## src/rtl/pip_pkg.sv

```systemverilog
package pip_pkg;
    typedef enum logic [2:0] {
        H_PRE  = 3'd0,
        H_LBRD = 3'd1,
        H_PIC  = 3'd2,
        H_RBRD = 3'd3,
        H_POST = 3'd4
    } hstate_t;

    typedef enum logic [2:0] {
        V_PRE  = 3'd0,
        V_TOPB = 3'd1,
        V_PIC  = 3'd2,
        V_BOTB = 3'd3,
        V_POST = 3'd4
    } vstate_t;
endpackage

```

## src/rtl/pip_hscan.sv

```systemverilog
module pip_hscan
    import pip_pkg::*;
#(
    parameter int CNT_W = 11,
    parameter int BW_W  = 3
) (
    input  logic             clk,
    input  logic             rst_n,
    input  logic             ce,
    input  logic             hsync,
    input  logic [CNT_W-1:0] pic_start,
    input  logic [CNT_W-1:0] pic_len,
    input  logic [BW_W-1:0]  bw,
    output logic             in_pic,
    output logic             in_side
);
    hstate_t          state, nxt;
    logic [CNT_W-1:0] hcnt, hcnt_next;
    logic [CNT_W-1:0] lb_start, pic_end, rb_end;

    assign lb_start  = pic_start - CNT_W'(bw);
    assign pic_end   = pic_start + pic_len;
    assign rb_end    = pic_end + CNT_W'(bw);
    assign hcnt_next = (&hcnt) ? hcnt : hcnt + 1'b1;

    always_comb begin
        nxt = state;
        unique case (state)
            H_PRE: begin
                if (hcnt_next >= pic_start)
                    nxt = H_PIC;
                else if (bw != '0 && hcnt_next >= lb_start)
                    nxt = H_LBRD;
            end
            H_LBRD: if (hcnt_next >= pic_start) nxt = H_PIC;
            H_PIC: begin
                if (hcnt_next >= rb_end)
                    nxt = H_POST;
                else if (hcnt_next >= pic_end)
                    nxt = H_RBRD;
            end
            H_RBRD: if (hcnt_next >= rb_end) nxt = H_POST;
            H_POST: nxt = H_POST;
            default: nxt = H_PRE;
        endcase
    end

    always_ff @(posedge clk or negedge rst_n) begin
        if (!rst_n) begin
            state <= H_PRE;
            hcnt  <= '0;
        end else if (ce) begin
            if (hsync) begin
                state <= H_PRE;
                hcnt  <= '0;
            end else begin
                state <= nxt;
                hcnt  <= hcnt_next;
            end
        end
    end

    always_comb begin
        in_pic  = (state == H_PIC);
        in_side = (state == H_LBRD) || (state == H_RBRD);
    end

    assert_hsync_restart_R2: assert property (@(posedge clk) disable iff (!rst_n)
        (ce && hsync) |=> (state == H_PRE && hcnt == '0));

    assert_hold_without_ce_R11: assert property (@(posedge clk) disable iff (!rst_n)
        (!ce) |=> ($stable(hcnt) && $stable(state)));
endmodule

```

## src/rtl/pip_vscan.sv

```systemverilog
module pip_vscan
    import pip_pkg::*;
#(
    parameter int CNT_W  = 9,
    parameter int BW_W   = 2,
    parameter int LINE_W = 7
) (
    input  logic              clk,
    input  logic              rst_n,
    input  logic              ce,
    input  logic              hsync,
    input  logic              vsync,
    input  logic              dbl,
    input  logic [CNT_W-1:0]  pic_start,
    input  logic [CNT_W-1:0]  pic_len,
    input  logic [BW_W-1:0]   bw,
    output logic              in_pic,
    output logic              in_band,
    output logic [LINE_W-1:0] line_idx
);
    vstate_t          state, nxt;
    logic [CNT_W-1:0] vcnt, vcnt_next;
    logic [CNT_W-1:0] tb_start, pic_end, bb_end;
    logic             phase;
    logic             advance;

    assign tb_start  = pic_start - CNT_W'(bw);
    assign pic_end   = pic_start + pic_len;
    assign bb_end    = pic_end + CNT_W'(bw);
    assign vcnt_next = (&vcnt) ? vcnt : vcnt + 1'b1;
    assign advance   = ce && hsync && !vsync;

    always_comb begin
        nxt = state;
        unique case (state)
            V_PRE: begin
                if (vcnt_next >= pic_start)
                    nxt = V_PIC;
                else if (bw != '0 && vcnt_next >= tb_start)
                    nxt = V_TOPB;
            end
            V_TOPB: if (vcnt_next >= pic_start) nxt = V_PIC;
            V_PIC: begin
                if (vcnt_next >= bb_end)
                    nxt = V_POST;
                else if (vcnt_next >= pic_end)
                    nxt = V_BOTB;
            end
            V_BOTB: if (vcnt_next >= bb_end) nxt = V_POST;
            V_POST: nxt = V_POST;
            default: nxt = V_PRE;
        endcase
    end

    always_ff @(posedge clk or negedge rst_n) begin
        if (!rst_n) begin
            state    <= V_PRE;
            vcnt     <= '0;
            phase    <= 1'b0;
            line_idx <= '0;
        end else if (ce && vsync) begin
            state    <= V_PRE;
            vcnt     <= '0;
            phase    <= 1'b0;
            line_idx <= '0;
        end else if (advance) begin
            state <= nxt;
            vcnt  <= vcnt_next;
            if (nxt == V_PIC && state != V_PIC) begin
                phase    <= 1'b0;
                line_idx <= '0;
            end else if (state == V_PIC) begin
                if (dbl && !phase) begin
                    phase <= 1'b1;
                end else begin
                    phase    <= 1'b0;
                    line_idx <= line_idx + 1'b1;
                end
            end
        end
    end

    always_comb begin
        in_pic  = (state == V_PIC);
        in_band = (state == V_TOPB) || (state == V_BOTB);
    end

    assert_vsync_restart_R3: assert property (@(posedge clk) disable iff (!rst_n)
        (ce && vsync) |=> (state == V_PRE && vcnt == '0));

    assert_line_step_R8: assert property (@(posedge clk) disable iff (!rst_n)
        (state == V_PIC && $past(state) == V_PIC && line_idx != $past(line_idx))
        |-> (line_idx == $past(line_idx) + 1'b1));
endmodule

```

## src/rtl/pip_seldelay.sv

```systemverilog
module pip_seldelay #(
    parameter int DLY_W = 4
) (
    input  logic             clk,
    input  logic             rst_n,
    input  logic             ce,
    input  logic             raw,
    input  logic [DLY_W-1:0] dly,
    output logic             sel
);
    localparam int DEPTH = 2 ** DLY_W;
    localparam int BASE  = 2 ** (DLY_W - 1);

    logic [DEPTH-2:0] hist;
    logic [DEPTH-1:0] taps;
    logic [DLY_W-1:0] idx;

    assign taps = {hist, raw};
    assign idx  = dly + DLY_W'(BASE);
    assign sel  = taps[idx];

    always_ff @(posedge clk or negedge rst_n) begin
        if (!rst_n)
            hist <= '0;
        else if (ce)
            hist <= {hist[DEPTH-3:0], raw};
    end
endmodule

```

## src/rtl/pip_overlay_timing.sv

```systemverilog
module pip_overlay_timing #(
    parameter int HPOS_W  = 10,
    parameter int VPOS_W  = 8,
    parameter int HBW_W   = 3,
    parameter int VBW_W   = 2,
    parameter int COMP_W  = 4,
    parameter int PAD_W   = 2,
    parameter int DLY_W   = 4,
    parameter int HOFF    = 54,
    parameter int VOFF    = 4,
    parameter int WIDE    = 212,
    parameter int NARROW  = 160,
    parameter int H3_625  = 88,
    parameter int H3_525  = 76,
    parameter int H4_625  = 66,
    parameter int H4_525  = 57
) (
    input  logic                        clk,
    input  logic                        rst_n,
    input  logic                        rd_ce,
    input  logic                        hsync,
    input  logic                        vsync,
    input  logic [HPOS_W-1:0]           hpos,
    input  logic [VPOS_W-1:0]           vpos,
    input  logic [HBW_W-1:0]            hbw,
    input  logic [VBW_W-1:0]            vbw,
    input  logic [3*COMP_W-1:0]         bcolor,
    input  logic                        dbl_en,
    input  logic                        quarter,
    input  logic                        std625,
    input  logic [DLY_W-1:0]            sel_dly,
    output logic                        pix_rd,
    output logic [$clog2(H3_625+1)-1:0] rd_line,
    output logic                        border_flag,
    output logic [COMP_W+PAD_W-1:0]     bdr_y,
    output logic [COMP_W+PAD_W-1:0]     bdr_u,
    output logic [COMP_W+PAD_W-1:0]     bdr_v,
    output logic                        sel_out
);
    localparam int LINE_W = $clog2(H3_625 + 1);
    localparam int HCNT_W = $clog2(HOFF + 2**HPOS_W + WIDE + 2**HBW_W + 1);
    localparam int VCNT_W = $clog2(VOFF + 2**VPOS_W + 2*H3_625 + 2*(2**VBW_W) + 1);

    logic [HPOS_W-1:0] sh_hpos;
    logic [VPOS_W-1:0] sh_vpos;
    logic [HBW_W-1:0]  sh_hbw;
    logic [VBW_W-1:0]  sh_vbw;
    logic              sh_dbl, sh_quarter, sh_std625;

    always_ff @(posedge clk or negedge rst_n) begin
        if (!rst_n) begin
            sh_hpos    <= '0;
            sh_vpos    <= '0;
            sh_hbw     <= '0;
            sh_vbw     <= '0;
            sh_dbl     <= 1'b0;
            sh_quarter <= 1'b0;
            sh_std625  <= 1'b0;
        end else if (rd_ce && vsync) begin
            sh_hpos    <= hpos;
            sh_vpos    <= vpos;
            sh_hbw     <= hbw;
            sh_vbw     <= vbw;
            sh_dbl     <= dbl_en;
            sh_quarter <= quarter;
            sh_std625  <= std625;
        end
    end

    logic [HCNT_W-1:0] h_start, h_len;
    logic [VCNT_W-1:0] v_start, v_base, v_len;

    always_comb begin
        h_start = HCNT_W'(HOFF) + HCNT_W'(sh_hpos);
        h_len   = sh_quarter ? HCNT_W'(NARROW) : HCNT_W'(WIDE);
        v_start = VCNT_W'(VOFF) + VCNT_W'(sh_vpos);
        if (sh_quarter)
            v_base = sh_std625 ? VCNT_W'(H4_625) : VCNT_W'(H4_525);
        else
            v_base = sh_std625 ? VCNT_W'(H3_625) : VCNT_W'(H3_525);
        v_len = sh_dbl ? (v_base << 1) : v_base;
    end

    logic h_pic, h_side, v_pic, v_band;
    logic pic, bord;

    pip_hscan #(.CNT_W(HCNT_W), .BW_W(HBW_W)) u_hscan (
        .clk      (clk),
        .rst_n    (rst_n),
        .ce       (rd_ce),
        .hsync    (hsync),
        .pic_start(h_start),
        .pic_len  (h_len),
        .bw       (sh_hbw),
        .in_pic   (h_pic),
        .in_side  (h_side)
    );

    pip_vscan #(.CNT_W(VCNT_W), .BW_W(VBW_W), .LINE_W(LINE_W)) u_vscan (
        .clk      (clk),
        .rst_n    (rst_n),
        .ce       (rd_ce),
        .hsync    (hsync),
        .vsync    (vsync),
        .dbl      (sh_dbl),
        .pic_start(v_start),
        .pic_len  (v_len),
        .bw       (sh_vbw),
        .in_pic   (v_pic),
        .in_band  (v_band),
        .line_idx (rd_line)
    );

    always_comb begin
        pic         = v_pic && h_pic;
        bord        = (v_band && (h_pic || h_side)) || (v_pic && h_side);
        pix_rd      = pic && rd_ce;
        border_flag = bord;
        bdr_y       = {bcolor[3*COMP_W-1:2*COMP_W], PAD_W'(0)};
        bdr_u       = {bcolor[2*COMP_W-1:COMP_W],   PAD_W'(0)};
        bdr_v       = {bcolor[COMP_W-1:0],          PAD_W'(0)};
    end

    pip_seldelay #(.DLY_W(DLY_W)) u_seldly (
        .clk  (clk),
        .rst_n(rst_n),
        .ce   (rd_ce),
        .raw  (pic || bord),
        .dly  (sel_dly),
        .sel  (sel_out)
    );

    assert_field_load_R10: assert property (@(posedge clk) disable iff (!rst_n)
        (rd_ce && vsync) |=> (sh_hpos == $past(hpos) && sh_vpos == $past(vpos)));

    assert_strobe_gated_R11: assert property (@(posedge clk) disable iff (!rst_n)
        (!rd_ce) |-> !pix_rd);
endmodule

```

## config.mk

```make
export PLATFORM = sky130hd
export DESIGN_NAME = pip_overlay_timing
export DESIGN_NICKNAME = d
export VERILOG_FILES = /design/src/rtl/pip_pkg.sv /design/src/rtl/pip_hscan.sv /design/src/rtl/pip_vscan.sv /design/src/rtl/pip_seldelay.sv /design/src/rtl/pip_overlay_timing.sv
export SDC_FILE = /design/constraint.sdc
export NUM_CORES = 1
export LEC_CHECK = 0
export BUFFER_PORTS_ARGS = -buffer_cell sky130_fd_sc_hd__buf_2
export CORE_ASPECT_RATIO = 0.6
export CORE_MARGIN = 2
export CORE_UTILIZATION = 49
export DETAILED_ROUTE_END_ITERATION = 10
export PLACE_DENSITY = 0.71
export SLEW_MARGIN = 30
export SYNTH_ARGS = -nofsm -noshare
export SYNTH_HDL_FRONTEND = slang
export SYNTH_SLANG_ARGS = --single-unit
```

## constraint.sdc

```tcl
create_clock -name clk -period 4.4 [get_ports clk]
set_input_delay 0.88 -clock clk [delete_from_list [all_inputs] [get_ports clk]]
set_output_delay 0.88 -clock clk [all_outputs]
set_load 0.1 [all_outputs]
```

* Word-level counts from Yosys, hierarchy flattened *
Index checks and enable logic that the tools add are counted.

storage, ports and cells
  flip-flop bits (word level) = 75
  word-level logic and storage cells = 118
  output and inout bits = 28
  input bits = 47

operators by class
  reductions and logical operators = 29
  eq/ne operators = 15
  add/sub/neg operators = 12
  multiplexer cells = 39
  magnitude comparators = 9

operators with widths
  kind                                                                      number
  7-bit 2-to-1 mux                                                          8
  3-bit 2-to-1 mux                                                          15
  11-bit greater-or-equal comparator                                        4
  9-bit greater-or-equal comparator                                         4
  9-bit 2-to-1 mux                                                          4
  3-bit one-hot mux with 5 select lines                                     2
  11-bit 2-to-1 mux                                                         2
  3-bit by 2-bit equality test with 1-bit output (second input constant)    5
  3-bit by 2-bit inequality test with 1-bit output (second input constant)  4
  11-bit by 1-bit adder with 11-bit output (second input constant)          1
  11-bit by 3-bit adder with 11-bit output                                  1
  11-bit by 8-bit adder with 11-bit output                                  1
  6-bit by 10-bit adder with 11-bit output (first input constant)           1
  1-bit logical AND                                                         11
  11-bit AND reduction                                                      1
  11-bit by 3-bit subtractor with 11-bit output                             1
  3-bit by 8-bit adder with 9-bit output (first input constant)             1
  9-bit by 1-bit adder with 9-bit output (second input constant)            1
  9-bit by 2-bit adder with 9-bit output                                    1
  9-bit adder                                                               1
  9-bit AND reduction                                                       1
  9-bit by 2-bit subtractor with 9-bit output                               1
  4-bit by 2-bit inequality test with 1-bit output (second input constant)  2
  7-bit by 1-bit adder with 7-bit output (second input constant)            1
  other kinds (15)                                                          30

* Longest topological paths before layout *
  word-level depth = 13
  mapped depth = 21
  gate-level depth less buffers = 21

* Cells and area by module *
Synthesis repeated with hierarchy kept, for this count alone.

second synthesis, totals
  cell total of the unflattened synthesis = 830
  area total of the unflattened synthesis = 7,723.7 sq um

modules (own cells, without submodules)
  module              seq. area each (sq um)  times used  cells each  area an instance (sq um)
  pip_hscan           350.3                   1           340         2,773.9
  pip_vscan           500.5                   1           318         2,645.0
  pip_overlay_timing  650.6                   1           133         1,616.6
  pip_seldelay        375.4                   1           39          688.2

* Worst setup path before layout *
OpenSTA, ideal clock, no wires.

  kind = register to output
  start = register u_hscan.state[0]
  end = output sel_out
  path buffers = 1
  slack = -1,431 ps
  cell stages (with the launch flop) = 8
  arrival = 4,951 ps
  required time = 3,520 ps
  cell sequence = dfrtp_1 > clkbuf_1 > nand2_1 > a211oi_1 > or2_2 > mux4_2 > nor2_1 > o22ai_1

on the way
  longest elaborated chain between the ends = 8
  elaborated cells on any way between the ends = 12
  those cells by class = eq/ne: 3; mux: 2; reduce/logical: 7

RTL lines
  what                                                                                                                     line                       source
  start, declared                                                                                                          pip_hscan.sv:17            hstate_t state, nxt;
  start signal, assigned                                                                                                   pip_hscan.sv:57            state <= nxt;
  3-bit by 1-bit equality test with 1-bit output / 3-bit by 2-bit equality test with 1-bit output (equally long branches)  pip_hscan.sv:65            in_side = (state == H_LBRD) || (state == H_RBRD);
  1-bit logical OR                                                                                                         pip_hscan.sv:65
  1-bit logical OR                                                                                                         pip_overlay_timing.sv:116  bord = (v_band && (h_pic || h_side)) || (v_pic && h_side);
  1-bit logical AND                                                                                                        pip_overlay_timing.sv:116
  1-bit logical OR (*)                                                                                                     pip_overlay_timing.sv:116
  via border_flag                                                                                                          pip_overlay_timing.sv:34   output logic border_flag,
  1-bit logical OR (*)                                                                                                     pip_overlay_timing.sv:128  .raw (pic || bord),
  1-bit binary-select mux with 4-bit select (*)                                                                            pip_seldelay.sv:20         assign sel = taps[idx];
  1-bit 2-to-1 mux (not written as such) (*)                                                                               pip_seldelay.sv:20
  end, declared                                                                                                            pip_overlay_timing.sv:38   output logic sel_out

The timed path passes the listed nets; every way through them passes the cells marked *. The select of a mux whose other input is x is not followed.

* Final worst setup path *
  start = register sh_hpos[2]
  end = register u_hscan.state[0]

on the way
  longest elaborated chain between the ends = 7
  elaborated cells on any way between the ends = 18
  those cells by class = add/sub: 4; order compare: 4; eq/ne: 4; mux: 4; reduce/logical: 2

RTL lines
  what                                          line                              source
  start, declared                               pip_overlay_timing.sv:44          logic [HPOS_W-1:0] sh_hpos;
  start signal, assigned                        pip_overlay_timing.sv:60          sh_hpos <= hpos;
  6-bit by 10-bit adder with 11-bit output (*)  pip_overlay_timing.sv:74          h_start = HCNT_W'(HOFF) + HCNT_W'(sh_hpos);
  11-bit by 8-bit adder with 11-bit output      pip_hscan.sv:22                   assign pic_end = pic_start + pic_len;
  11-bit by 3-bit adder with 11-bit output      pip_hscan.sv:23                   assign rb_end = pic_end + CNT_W'(bw);
  11-bit greater-or-equal comparator            pip_hscan.sv:37, pip_hscan.sv:42
  3-bit 2-to-1 mux                              pip_hscan.sv:37                   if (hcnt_next >= rb_end)
  3-bit one-hot mux with 5 select lines         pip_hscan.sv:28                   unique case (state)
  3-bit 2-to-1 mux                              pip_hscan.sv:53                   if (hsync) begin

Mark *: on every way between the ends. The rest lies on a longest branch, timed or not.
A chain may end at the register's enable or synchronous reset.

==> reports/qor.yml <==
status:
  run_status: "finished, final reports clean"
clock_network:
  ctsHoldBuffers: 0
  clock-root-buffer: "clkbuf_16"
  cts_tree: "done"
  ctsLongestPathBuffers: 2
  ctsHtreeMaxLevel: 3
  clock-sinks: 75
  clock_latency_ns: 0.35
  clk_pin_slew_ns: 0.07
  cts_made_buffers: 9
hold_path:
  whs_endpoint: "u_seldly.hist[14]$_DFFE_PN0P_"
  hold_path.class: "flop to flop"
  hp-start: "u_seldly.hist[14]$_DFFE_PN0P_"
  hold_depth: 1
detailed_routing:
  wirelength_mm: 17.36
  drt-pass1-iter-count: 5
  wl_per_cell_um: 16.82
  viasPerCell: 5.598
  via_count: 5777
  drt_iter0_drc: 486
  drc_errors: 0
  postRouteAntennaNets: 0
timing:
  fin_crit_sh: 0.9723
  slew_viol_final: 0
  clock_skew_ns: 0.005308
  relSlewSlack: 0.5345
  fmax_mhz: 233.8
  worstMarginPinSlew_ns: 0.6982
  timing.hold.ws_ns: 0.5062
  setup_violations: 0
  grt_setup_unrepaired: "yes"
  hold_violations: 0
  post-route-min-period_ns: 4.278
critical_path:
  crit_fanout: 4
  end_kind: "flop"
  crit_chain: "inv_2 -> ha_4 -> nor2b_4 -> nor2_4 -> xnor2_2 -> inv_2 -> ha_4 -> and3_4 -> a221o_1 -> a21oi_4 -> a21oi_2 -> xnor2_2 -> nand3b_1 -> xnor2_1 -> ha_2 -> or4_1 -> a221o_1 -> o22a_1 -> o31a_1 -> nand2_2 -> mux2i_1"
  r2r_start: "sh_hpos[2]$_DFFE_PN0P_"
  r2r-end: "u_hscan.state[0]$_DFFE_PN0P_"
  criticalPathCategory: "flop to flop"
  rr_worst_depth: 21
  slowest_stage: "dfrtp_1"
  setup.worst_path.start_class: "flop"
  cp.arrival_ns: 4.55
  max_stage_delay_ns: 0.39
  required_ns: 4.67
  r2r_slack_ns: 0.12
global_route:
  antenna_found_initial: 0
  grt_use_met3: 0.04715
  grt_pass1_wl_mm: 28.63
  grt_pass1_vias: 5416
  use_met2: 0.2892
  grt_remaining_overflow: 0
  grt_max_degree: 76
  grt_usage: 0.2282
  busiest_layer: "met1"
  grtUsageMet1: 0.3849
placement:
  post_dp_cell_area_um2: 7787
  post-place-cells: 1008
  port_buffers: 44
  gp_congestion: 0.9447
  hpwl_mm: 13.32
final_layout:
  nets: 993
  final_cell_area_um2: 8275
  syn2layout_area_growth_pct: 14.19
  fin_cells: 1032
  fillerInstances: 1257
  diodes: 0
  layout-drive-gt1-share: 0.2266
synth:
  postSynthCellCount: 772
  ys_top_cells_by_area: "dfrtp_1, ha_1, mux2_2"
  synth-edff-count: 0
  yosysTopAreaCell: "dfrtp_1"
  synth_top_area_frac: 0.2590
  netlist_area_um2: 7247
  synth_cell_types: 66
  synth-async-reset-ratio: 1.000
  synth.most_common_cell: "ha_1"
  ys_ff_latch: 75
  yosysSeqAreaShare: 0.2590
  yosysWarnings: 0
  ys.flop_type: "dfrtp_1"
  synth_area_per_cell_um2: 9.387
  synth_commonest_cells: "ha_1, dfrtp_1, inv_1"
pwr:
  peakVddDrop_v: 0.0002496
  pwr_density_cell_nw_per_um2: 458.9
  power_leakage_uw: 0.004081
floorplanning:
  dieArea_um2: 15810
  ios: 75
  die_x_um: 161
  core_area_um2: 14460
  die_h_um: 98.20
  rows: 34
  floorplan.initialDensity: 0.5010
job:
  maxCapViolCount: 0
==> critical path, delay by kind of cell, from the launching register on <==
kind	cells	cell delay, ns
AO/OA/AOI/OAI	6	1.45
AND/OR/NAND/NOR	6	0.98
adder cells (fa/ha/maj)	3	0.63
XOR/XNOR	3	0.45
flip-flops	1	0.39
multiplexers	1	0.17
buffers and inverters	2	0.14
==> power by group <==
part	internal [µW]	leakage, µW	total, µW	switching, µW
logic	927	0.00295	2070	1140
clock network	518	0.000160	848	330
registers	761	0.000968	879	118
==> registers in the layout, indices dropped and copies added (netlist names) <==
register	flops
sh_hbw	3
u_vscan.state	3
u_vscan.phase	1
u_vscan.line_idx	7
u_hscan.state	3
sh_dbl	1
sh_hpos	10
u_seldly.hist	15
u_hscan.hcnt	11
sh_vbw	2
sh_vpos	8
sh_quarter	1
sh_std625	1
u_vscan.vcnt	9
==> per-stage QoR <==
| step | power (µW) | setup WS [ns] | setup TNS [ns] | utilization |
|---|---|---|---|---|
| after CTS | 3697 | 0.007082 | 0 | 0.5637 |
| after global placement | 2786 | 0.1113 | 0 | 0.5381 |
| after floorplan | 2342 | -0.03399 | -0.05500 | - |
| final | 3798 | 0.1220 | 0 | 0.5721 |
| after global routing | 4094 | -0.07431 | -0.1480 | 0.5721 |
| after detailed placement | 2816 | 0.01878 | 0 | 0.5384 |
==> routing by layer <==
metal	share of wire	routed length [µm]	vias to the layer above
met3	0.065	1130	12
met5	0	0	-
met1	0.57	9877	2707
li1	-	-	2886
met2	0.36	6207	172
met4	0.0085	147	0
==> area by class of cell <==
cell class | instances | area, µm² | share of cell area
clock buffers | 10 | 239.0 | 0.02888
multi-input cells | 612 | 5137 | 0.6208
flip-flops and latches | 75 | 1881 | 0.2272
clock inverters | 6 | 93.84 | 0.01134
repair buffers | 77 | 474.2 | 0.05730
well taps | 198 | 247.7 | 0.02994
inverters | 54 | 202.7 | 0.02449
==> cell families (layout without fill, tap and decap cells) <==
kind of cell,count (synthesis),count (layout),synth area share
flops,75,75,0.2590
xor+xnor,63,63,0.08028
buf+inv,90,147,0.05611
fa+ha+maj,117,117,0.2072
compound gates,184,184,0.1714
mux,56,56,0.09202
other cells,1,6,0.0005175
simple gates,186,186,0.1335
==> cell usage in the layout (no fill, tap or decap), drive strengths merged, types with 5 or more instances in the layout <==
master    n
a21oi    38
o31ai    11
inv      56
nand2    37
o21ai    39
a21o     23
a211oi    9
conb      6
o22ai     6
xor2     20
mux2     45
nand3    18
fa        5
and2      7
nand3b    5
nor2     43
dfrtp    75
xnor2    43
o21a     11
o311ai    5
nand2b   11
or2       5
buf      77
clkbuf   10
nor2b    18
nand4     6
ha      112
mux2i     7
a31oi     8
nor3     10
a22o     10
and3     16
==> worst max path at each step <==
| stage | cells after the start | start | end | slack, ns |
|---|---|---|---|---|
| after floorplan | 20 | sh_hpos[1]$_DFFE_PN0P_ | u_hscan.state[0]$_DFFE_PN0P_ | -0.03 |
| after global placement | 21 | sh_hpos[1]$_DFFE_PN0P_ | u_hscan.state[0]$_DFFE_PN0P_ | 0.11 |
| after CTS | 21 | sh_hpos[2]$_DFFE_PN0P_ | u_hscan.state[0]$_DFFE_PN0P_ | 0.007 |
| after detailed placement | 21 | sh_hpos[2]$_DFFE_PN0P_ | u_hscan.state[0]$_DFFE_PN0P_ | 0.02 |
| final | 21 | sh_hpos[2]$_DFFE_PN0P_ | u_hscan.state[0]$_DFFE_PN0P_ | 0.12 |
| after global routing | 21 | sh_hpos[2]$_DFFE_PN0P_ | u_hscan.state[0]$_DFFE_PN0P_ | -0.07 |
==> repair_timing <==
item                                    in CTS  in global routing
pin swaps                                    8                  4
setup buffers                                4                  4
endpoints found under the setup margin       2                  6
gates resized for setup                      1                 22
Power figures use the tool's default switching activity.
